[src/rtl/link_activity_pkg.sv]
package link_activity_pkg;
    // Per-port indicator state machine states
    typedef enum logic [1:0] {
        ST_IDLE = 2'd0,
        ST_BLINK = 2'd1,
        ST_HOLDOFF = 2'd2
    } blink_state_t;
endpackage

[src/rtl/port_blink_cell.sv]
// port_blink_cell: stretches one port's receive pulse into a blink of ON_CYC
// cycles, then enforces an OFF_CYC dark period. A link loss forces the output
// high and returns the cell to idle.
// Assumes: rx_pulse is synchronous to clk; ON_CYC and OFF_CYC are >= 1.
module port_blink_cell
    import link_activity_pkg::*;
#(
    parameter int ON_CYC  = 1950000,
    parameter int OFF_CYC = 1300000,
    parameter int CNT_W   = 21
) (
    input  logic clk,
    input  logic rst_n,
    input  logic link_ok,
    input  logic rx_pulse,
    output logic led
);
    blink_state_t state;
    logic [CNT_W-1:0] cnt;

    // State and counter update for the blink/hold-off sequence
    always_ff @(posedge clk) begin
        if (!rst_n || !link_ok) begin
            state <= ST_IDLE;
            cnt   <= '0;
        end else begin
            case (state)
                ST_IDLE: if (rx_pulse) begin
                    state <= ST_BLINK;
                    cnt   <= CNT_W'(ON_CYC - 1);
                end
                ST_BLINK: if (cnt == '0) begin
                    state <= ST_HOLDOFF;
                    cnt   <= CNT_W'(OFF_CYC - 1);
                end else begin
                    cnt <= cnt - 1'b1;
                end
                ST_HOLDOFF: if (cnt == '0) begin
                    state <= ST_IDLE;
                end else begin
                    cnt <= cnt - 1'b1;
                end
                default: state <= ST_IDLE;
            endcase
        end
    end

    // Indicator: high on link failure or while blinking
    always_comb led = !link_ok || (state == ST_BLINK);

    assert_idle_start_R3: assert property (@(posedge clk) disable iff (!rst_n)
        (state == ST_IDLE && link_ok && rx_pulse) |=>
            (state == ST_BLINK && cnt == CNT_W'(ON_CYC - 1)));

    assert_blink_to_holdoff_R4: assert property (@(posedge clk) disable iff (!rst_n)
        (state == ST_BLINK && cnt == '0 && link_ok) |=> (state == ST_HOLDOFF));

    assert_holdoff_no_retrigger_R4: assert property (@(posedge clk) disable iff (!rst_n)
        (state == ST_HOLDOFF) |=> (state != ST_BLINK));

    assert_linkloss_idle_R6: assert property (@(posedge clk) disable iff (!rst_n)
        (!link_ok) |=> (state == ST_IDLE));
endmodule

[src/rtl/status_serializer.sv]
// status_serializer: synchronises an external shift clock, and on each of its
// falling edges presents the next bit of an NBITS frame, LSB first. The frame
// is a snapshot of par_in taken at bit 0.
// Assumes: the shift clock is slower than a few system clock periods.
module status_serializer #(
    parameter int NBITS = 8,
    parameter int IDX_W = $clog2(NBITS)
) (
    input  logic             clk,
    input  logic             rst_n,
    input  logic             shift_clk,
    input  logic [NBITS-1:0] par_in,
    output logic             sdo
);
    logic sc_meta, sc_sync, sc_prev;
    logic fall;
    logic [IDX_W-1:0] bit_idx;
    logic [NBITS-1:0] frame_q;

    // Two-flop synchroniser plus delay stage for edge detection
    always_ff @(posedge clk) begin
        if (!rst_n) begin
            sc_meta <= 1'b1;
            sc_sync <= 1'b1;
            sc_prev <= 1'b1;
        end else begin
            sc_meta <= shift_clk;
            sc_sync <= sc_meta;
            sc_prev <= sc_sync;
        end
    end

    // Falling edge of the synchronised shift clock
    always_comb fall = sc_prev && !sc_sync;

    // Frame snapshot, bit index and serial output update
    always_ff @(posedge clk) begin
        if (!rst_n) begin
            bit_idx <= '0;
            frame_q <= '0;
            sdo     <= 1'b0;
        end else if (fall) begin
            if (bit_idx == '0) begin
                frame_q <= par_in;
                sdo     <= par_in[0];
            end else begin
                sdo <= frame_q[bit_idx];
            end
            bit_idx <= (bit_idx == IDX_W'(NBITS - 1)) ? '0 : bit_idx + 1'b1;
        end
    end

    assert_hold_between_edges_R7: assert property (@(posedge clk) disable iff (!rst_n)
        (!fall) |=> ($stable(sdo) && $stable(bit_idx)));

    assert_snapshot_bit0_R8: assert property (@(posedge clk) disable iff (!rst_n)
        (fall && bit_idx == '0) |=> (sdo == $past(par_in[0]) && frame_q == $past(par_in)));
endmodule

[src/rtl/link_activity_indicator.sv]
// link_activity_indicator: eight per-port link/activity indicators combined
// into one serial status stream.
// Assumes: durations are given in clk cycles; shift_clk is asynchronous.
module link_activity_indicator #(
    parameter int NPORT   = 8,
    parameter int ON_CYC  = 1950000,
    parameter int OFF_CYC = 1300000
) (
    input  logic             clk,
    input  logic             rst_n,
    input  logic [NPORT-1:0] link_ok,
    input  logic [NPORT-1:0] rx_pulse,
    input  logic             shift_clk,
    output logic             status_sdo,
    output logic [NPORT-1:0] port_led
);
    localparam int MAX_CYC = (ON_CYC > OFF_CYC) ? ON_CYC : OFF_CYC;
    localparam int CNT_W   = $clog2(MAX_CYC + 1);

    // One stretcher cell per port
    for (genvar p = 0; p < NPORT; p++) begin : g_port
        port_blink_cell #(
            .ON_CYC (ON_CYC),
            .OFF_CYC(OFF_CYC),
            .CNT_W  (CNT_W)
        ) u_cell (
            .clk     (clk),
            .rst_n   (rst_n),
            .link_ok (link_ok[p]),
            .rx_pulse(rx_pulse[p]),
            .led     (port_led[p])
        );
    end

    status_serializer #(
        .NBITS(NPORT)
    ) u_ser (
        .clk      (clk),
        .rst_n    (rst_n),
        .shift_clk(shift_clk),
        .par_in   (port_led),
        .sdo      (status_sdo)
    );
endmodule

[config.mk]
export PLATFORM = sky130hd
export DESIGN_NAME = link_activity_indicator
export DESIGN_NICKNAME = d
export VERILOG_FILES = /design/src/rtl/link_activity_pkg.sv /design/src/rtl/port_blink_cell.sv /design/src/rtl/status_serializer.sv /design/src/rtl/link_activity_indicator.sv
export SDC_FILE = /design/constraint.sdc
export NUM_CORES = 1
export LEC_CHECK = 0
export BUFFER_PORTS_ARGS = -buffer_cell sky130_fd_sc_hd__buf_4
export CAP_MARGIN = 30
export CORE_UTILIZATION = 25
export CTS_BUF_LIST = sky130_fd_sc_hd__clkbuf_2
export DETAILED_ROUTE_END_ITERATION = 10
export GPL_TIMING_DRIVEN = 0
export PLACE_DENSITY = 0.46
export SKIP_LAST_GASP = 1
export SLEW_MARGIN = 10
export SYNTH_ARGS = -nofsm -noshare
export SYNTH_HDL_FRONTEND = slang
export SYNTH_SLANG_ARGS = --single-unit
[constraint.sdc]
create_clock -name clk -period 5.2 [get_ports clk]
set_input_delay 0.26 -clock clk [delete_from_list [all_inputs] [get_ports clk]]
set_output_delay 0.26 -clock clk [all_outputs]
set_load 0.01 [all_outputs]
# Yosys cells after proc, flatten, opt, wreduce, memory -nomap -nowiden
# Index checks and enable logic that the tools add are counted.
# totals
regBits	199
latch_bits	0
ram_bits	0
mem_bits_ro	0
output_inout_bits	9
wordCells	218
n_memories	0
# op_classes
add_sub_neg	9
mul	0
div	0
n_lt_le_gt_ge	1
eq_ne	49
n_shift	0
mux	68
n_bitwise	0
reduce_logical	69
# op_table
op	n
21-bit 2-to-1 mux	24
21-bit case mux with 3 select lines	8
21-bit zero test	8
21-bit by 1-bit subtractor with 21-bit output, second input constant	8
2-bit 2-to-1 mux	24
2-bit case mux with 3 select lines	8
3-bit AND reduction	16
2-bit by 1-bit != test with 1-bit output, second input constant	16
2-bit != test, second input constant	16
3-bit nonzero test	8
2-bit by 1-bit == test with 1-bit output, second input constant	8
2-bit == test, second input constant	8
2-bit zero test	8
1-bit logical OR	16
1-bit zero test	10
3-bit by 4-bit less-than comparator with 1-bit output, second input constant	1
3-bit by 1-bit adder with 3-bit output, second input constant	1
1-bit binary-select mux with 3-bit select	1
3-bit == test, second input constant	1
3-bit zero test	1
3-bit 2-to-1 mux	1
1-bit 2-to-1 mux	2
2-bit AND reduction	1
1-bit logical AND	1

# Longest topological paths before layout
# logic_depth
ltp_word	3
mapped_depth	10

# Hierarchy
# Synthesis repeated with hierarchy kept, for this count alone.
# unflattened
cells_unflattened	1604
hier_area_um2	12991.2
# modules_own_cells
module	n_inst	cells_each	area_each_um2	seq_area_each_um2
port_blink_cell (g_port[1].u_cell ...)	4	186	1521.5	460.4
port_blink_cell (g_port[5].u_cell ...)	2	203	1514.0	460.4
port_blink_cell (g_port[7].u_cell)	1	198	1642.8	460.4
port_blink_cell (g_port[0].u_cell)	1	194	1551.5	460.4
status_serializer	1	62	683.2	300.3

# Worst setup path after synthesis
# Ideal clock, no wire load.
# synth_path
path_type	flip-flop to flip-flop
startpoint	register g_port[0].u_cell.cnt[0]
endpoint	register g_port[0].u_cell.cnt[8]
setup_ns	0.117
arrival_time_ns	2.430
required_time_ns	5.083
path_slack_ns	2.652
path_stages_with_launch	8
cell_sequence	dfxtp_1 -> inv_1 -> ha_1 -> or4b_2 -> or4b_2 -> o21ai_0 -> o21ai_0 -> a32o_1
# synth_via
elab_chain_len	3
elab_cells_between_ends	7
# synth_lines
element	line	text
from (decl)	port_blink_cell.sv:19	logic [CNT_W-1:0] cnt;
from (signal assigned)	port_blink_cell.sv:30	cnt <= CNT_W'(ON_CYC - 1);
from (signal assigned)	port_blink_cell.sv:34	cnt <= CNT_W'(OFF_CYC - 1);
from (signal assigned)	port_blink_cell.sv:36	cnt <= cnt - 1'b1;
21-bit by 1-bit subtractor with 21-bit output / 21-bit zero test (equally long branches)	-	
21-bit 2-to-1 mux (tied with other cells)	port_blink_cell.sv:38	ST_HOLDOFF: if (cnt == '0) begin
21-bit case mux with 3 select lines / 3-bit AND reduction (equally long branches)	-	
# Several ways; a longest one is shown, not always the timed one. The select of a mux whose other input is x is not followed.
# A chain may end at the register's enable or synchronous reset.

# Worst setup path after layout
# layout_path
startpoint	register g_port[0].u_cell.cnt[0]
endpoint	register g_port[0].u_cell.cnt[6]
# Same word-level chain as after synthesis.

==> impl_metrics.yaml <==
run_status:
  status: "complete, no violations"
critical_path:
  cp_cell_sequence: "inv_1 > ha_1 > or4b_2 > nor4_1 > and2_1 > clkbuf_1 > nor3_1 > a21oi_1 > a311oi_1 > dlygate4sd3_1"
  reg2reg_depth: 10
  critPathCaptureType: "flip-flop"
  cp_max_fo: 9
  slowest_stage: "or4b_2"
  cp.arrival_ns: 4.31
  reg2reg_slack_ns: 1.82
  crit_type: "reg2reg"
  cp.required_ns: 6.13
  r2r_end: "g_port[0].u_cell.cnt[6]"
  startpoint_type: "flip-flop"
  max_stage_delay_ns: 0.62
  timing.rr.start: "g_port[0].u_cell.cnt[0]"
final_layout:
  synthToLayoutAreaGrowth_pct: 13.0
  final_common_cell: "dfxtp_1"
  mostFrequentLayoutCells: "dfxtp_1 (199), nor2_1 (176), a21oi_1 (162)"
  layout-drive-gt1-share_pct: 8.89
  final_nets: 1775
sta:
  final_hold_viol_count: 0
  finalMaxSlewViolations: 0
  setup_viol: 0
  relSlewSlack_pct: 41.8
  period_share_pct: 65.1
  worst_slack_ns: 1.82
  rsz0062_at_grt: "false"
  finClkSkew_ns: 0.0349
  fin_crit_ns: 3.38
  fmax_ghz: 0.295
  tightest_slew_ns: 0.864
  setup-tns-final_ns: 0
drt:
  antenna_left: 0
  wl_per_cell_um: 15.5
  via_count: 12400
  vias_per_cell: 5.20
  drt_first_pass_iters: 5
  drc: 0
  drtIter0Drc: 903
  wl_um: 36700
floorplanning:
  pin_count: 28
  die_w_um: 225
  die_h_um: 225
  start_util_pct: 25.3
  core_um2: 49000
  dieArea_um2: 50500
  core.rowCount: 81
logic_synthesis:
  ys.flop_type: "dfxtp_1"
  synth_area_leaders: "dfxtp_1 (32%), a21oi_1 (6.5%), ha_1 (6.0%), o21ai_0 (5.5%), nor2_1 (5.3%)"
  synth_area_per_cell_um2: 7.66
  synth_cell_types: 82
  yosysTopAreaCellShare_pct: 32.1
  synth-edff-count: 0
  synth.net_count: 1696
  netlist_instances: 1618
  synth_top_area_cell: "dfxtp_1"
  yosys_warnings: 0
  syn_area_um2: 12400
  synth_seq_cells: 199
  seq_area_frac_synth_pct: 32.1
  async_flop_share_pct: 0
clock_network:
  clockRootBuffer: "clkbuf_2"
  cts_tree: "yes"
  clock_sinks: 199
  clk_pin_slew_ns: 0.31
  cts_made_buffers: 17
  cts_buffer_depth: 2
  cts_setup_buffers: 0
  clk_latency_ns: 1.02
  ctsHtreeMaxLevel: 4
placement:
  hpwl_um: 26300
  gp_congestion: 0.840
  port_buffers: 27
  place_ws_ns: 2.08
grt:
  grt_pass1_wl_um: 60900
  grt_overflow: 0
  track_usage_pct: 14.9
  grt_pass1_vias: 11600
  grt_max_degree: 18
  antenna_found_initial: 2
job:
  max-cap-violations: 0
worst_hold_path:
  hold_start: "link_ok[3]"
  whs_endpoint: "u_ser.frame_q[3]"
  hold_depth: 5
  worst_hold_path_type: "in2reg"
power_and_ir_drop:
  p_leak_nw: 5.29
  powerDensity_nw_per_um2: 256
  vdd_drop_max_v: 0.000122
[synthesized netlist by cell type (all sizes together) (18+ instances only)]
| cell | instances |
|---|---|
| a21oi | 163 |
| inv | 61 |
| nor2b | 22 |
| dfxtp | 199 |
| buf | 23 |
| a211oi | 18 |
| or4 | 24 |
| ha | 59 |
| or2 | 29 |
| a21o | 23 |
| nor4 | 44 |
| clkbuf | 52 |
| mux2i | 18 |
| nand2 | 116 |
| a31oi | 24 |
| or3 | 28 |
| nor2 | 176 |
| o21ai | 138 |
| nand2b | 24 |
| nand3 | 55 |
| nand4 | 23 |
| nor3 | 73 |
[kinds of logic (layout without fill, tap and decap cells)]
group,count (synthesis),after routing,share of synthesized area [%]
AO/OA/AOI/OAI,517,517,26.6
XOR/XNOR,16,16,1.13
adder cells (fa/ha/maj),59,59,5.95
buffers and inverters,136,228,4.57
flip-flops,199,199,32.1
multiplexers,23,23,2.09
other,0,2,0
AND/OR/NAND/NOR,668,668,27.5
[metrics by stage]
step	utilization, %	power, mW	cells	instance area, µm²	hold WS [ns]
6_report	28.6	3.58	2376	14000	0.217
5_1_grt	28.6	3.86	2376	14000	0.0786
4_1_cts	28.6	3.64	2371	14000	0.0281
3_5_place_dp	27.5	2.70	2311	13500	0.402
3_3_place_gp	27.4	2.70	2309	13400	0.401
2_1_floorplan	-	2.43	1618	12400	0.361
[routing by layer]
metal / global-route usage, % / wire length, µm
met5: 0 / 0
met4: 5.79 / 724
met3: 2.85 / 1510
met2: 23.5 / 16700
met1: 20.0 / 17800
[critical path, delay by kind of cell (launching register included)]
kind,cells,cell delay (ns)
adder cells (fa/ha/maj),1,0.15
buffers and inverters,3,1.04
flip-flops,1,0.40
AND/OR/NAND/NOR,4,1.49
AO/OA/AOI/OAI,2,0.25
[where the power goes]
| group | switching [mW] | internal (mW) |
|---|---|---|
| Combinational | 0.650 | 0.380 |
| Sequential | 0.0777 | 1.60 |
| Clock | 0.604 | 0.273 |
[state kept, by name (all words and copies together), names as in the netlist]
signal	flops
g_port.u_cell.cnt	168
g_port.u_cell.state	16
u_ser.bit_idx	3
u_ser.frame_q	8
u_ser.sc_meta	1
u_ser.sc_prev	1
u_ser.sc_sync	1
u_ser.sdo	1
[worst max-delay path by stage]
stage,start,to,slack (ns),cells after the start
2_1_floorplan,g_port[0].u_cell.cnt[0],g_port[0].u_cell.cnt[8],2.65,7
3_3_place_gp,g_port[3].u_cell.cnt[8],g_port[3].u_cell.cnt[17],2.09,7
3_5_place_dp,g_port[3].u_cell.cnt[8],g_port[3].u_cell.cnt[17],2.08,7
4_1_cts,g_port[0].u_cell.cnt[0],g_port[0].u_cell.cnt[6],1.84,10
5_1_grt,g_port[0].u_cell.cnt[0],g_port[0].u_cell.cnt[6],1.57,10
6_report,g_port[0].u_cell.cnt[0],g_port[0].u_cell.cnt[6],1.82,10
[what timing repair did]
item | 4_1_cts | 5_1_grt
gates resized for setup | 0 | 0
endpoints found under the hold margin | 193 | 0
hold buffers | 28 | 0
[area by class of cell]
class                      count  area (µm²)
sequential                   199        3980
timing repair buffer          60         518
fill                        5327       34900
antenna                        2        5.00
clock buffer                  17        85.1
tap                          664         831
clock inverter                15         174
buffer                        75         338
inverter                      61         229
multi-input combinational   1283        7850
Note: power is estimated with default switching activity, not from simulation.
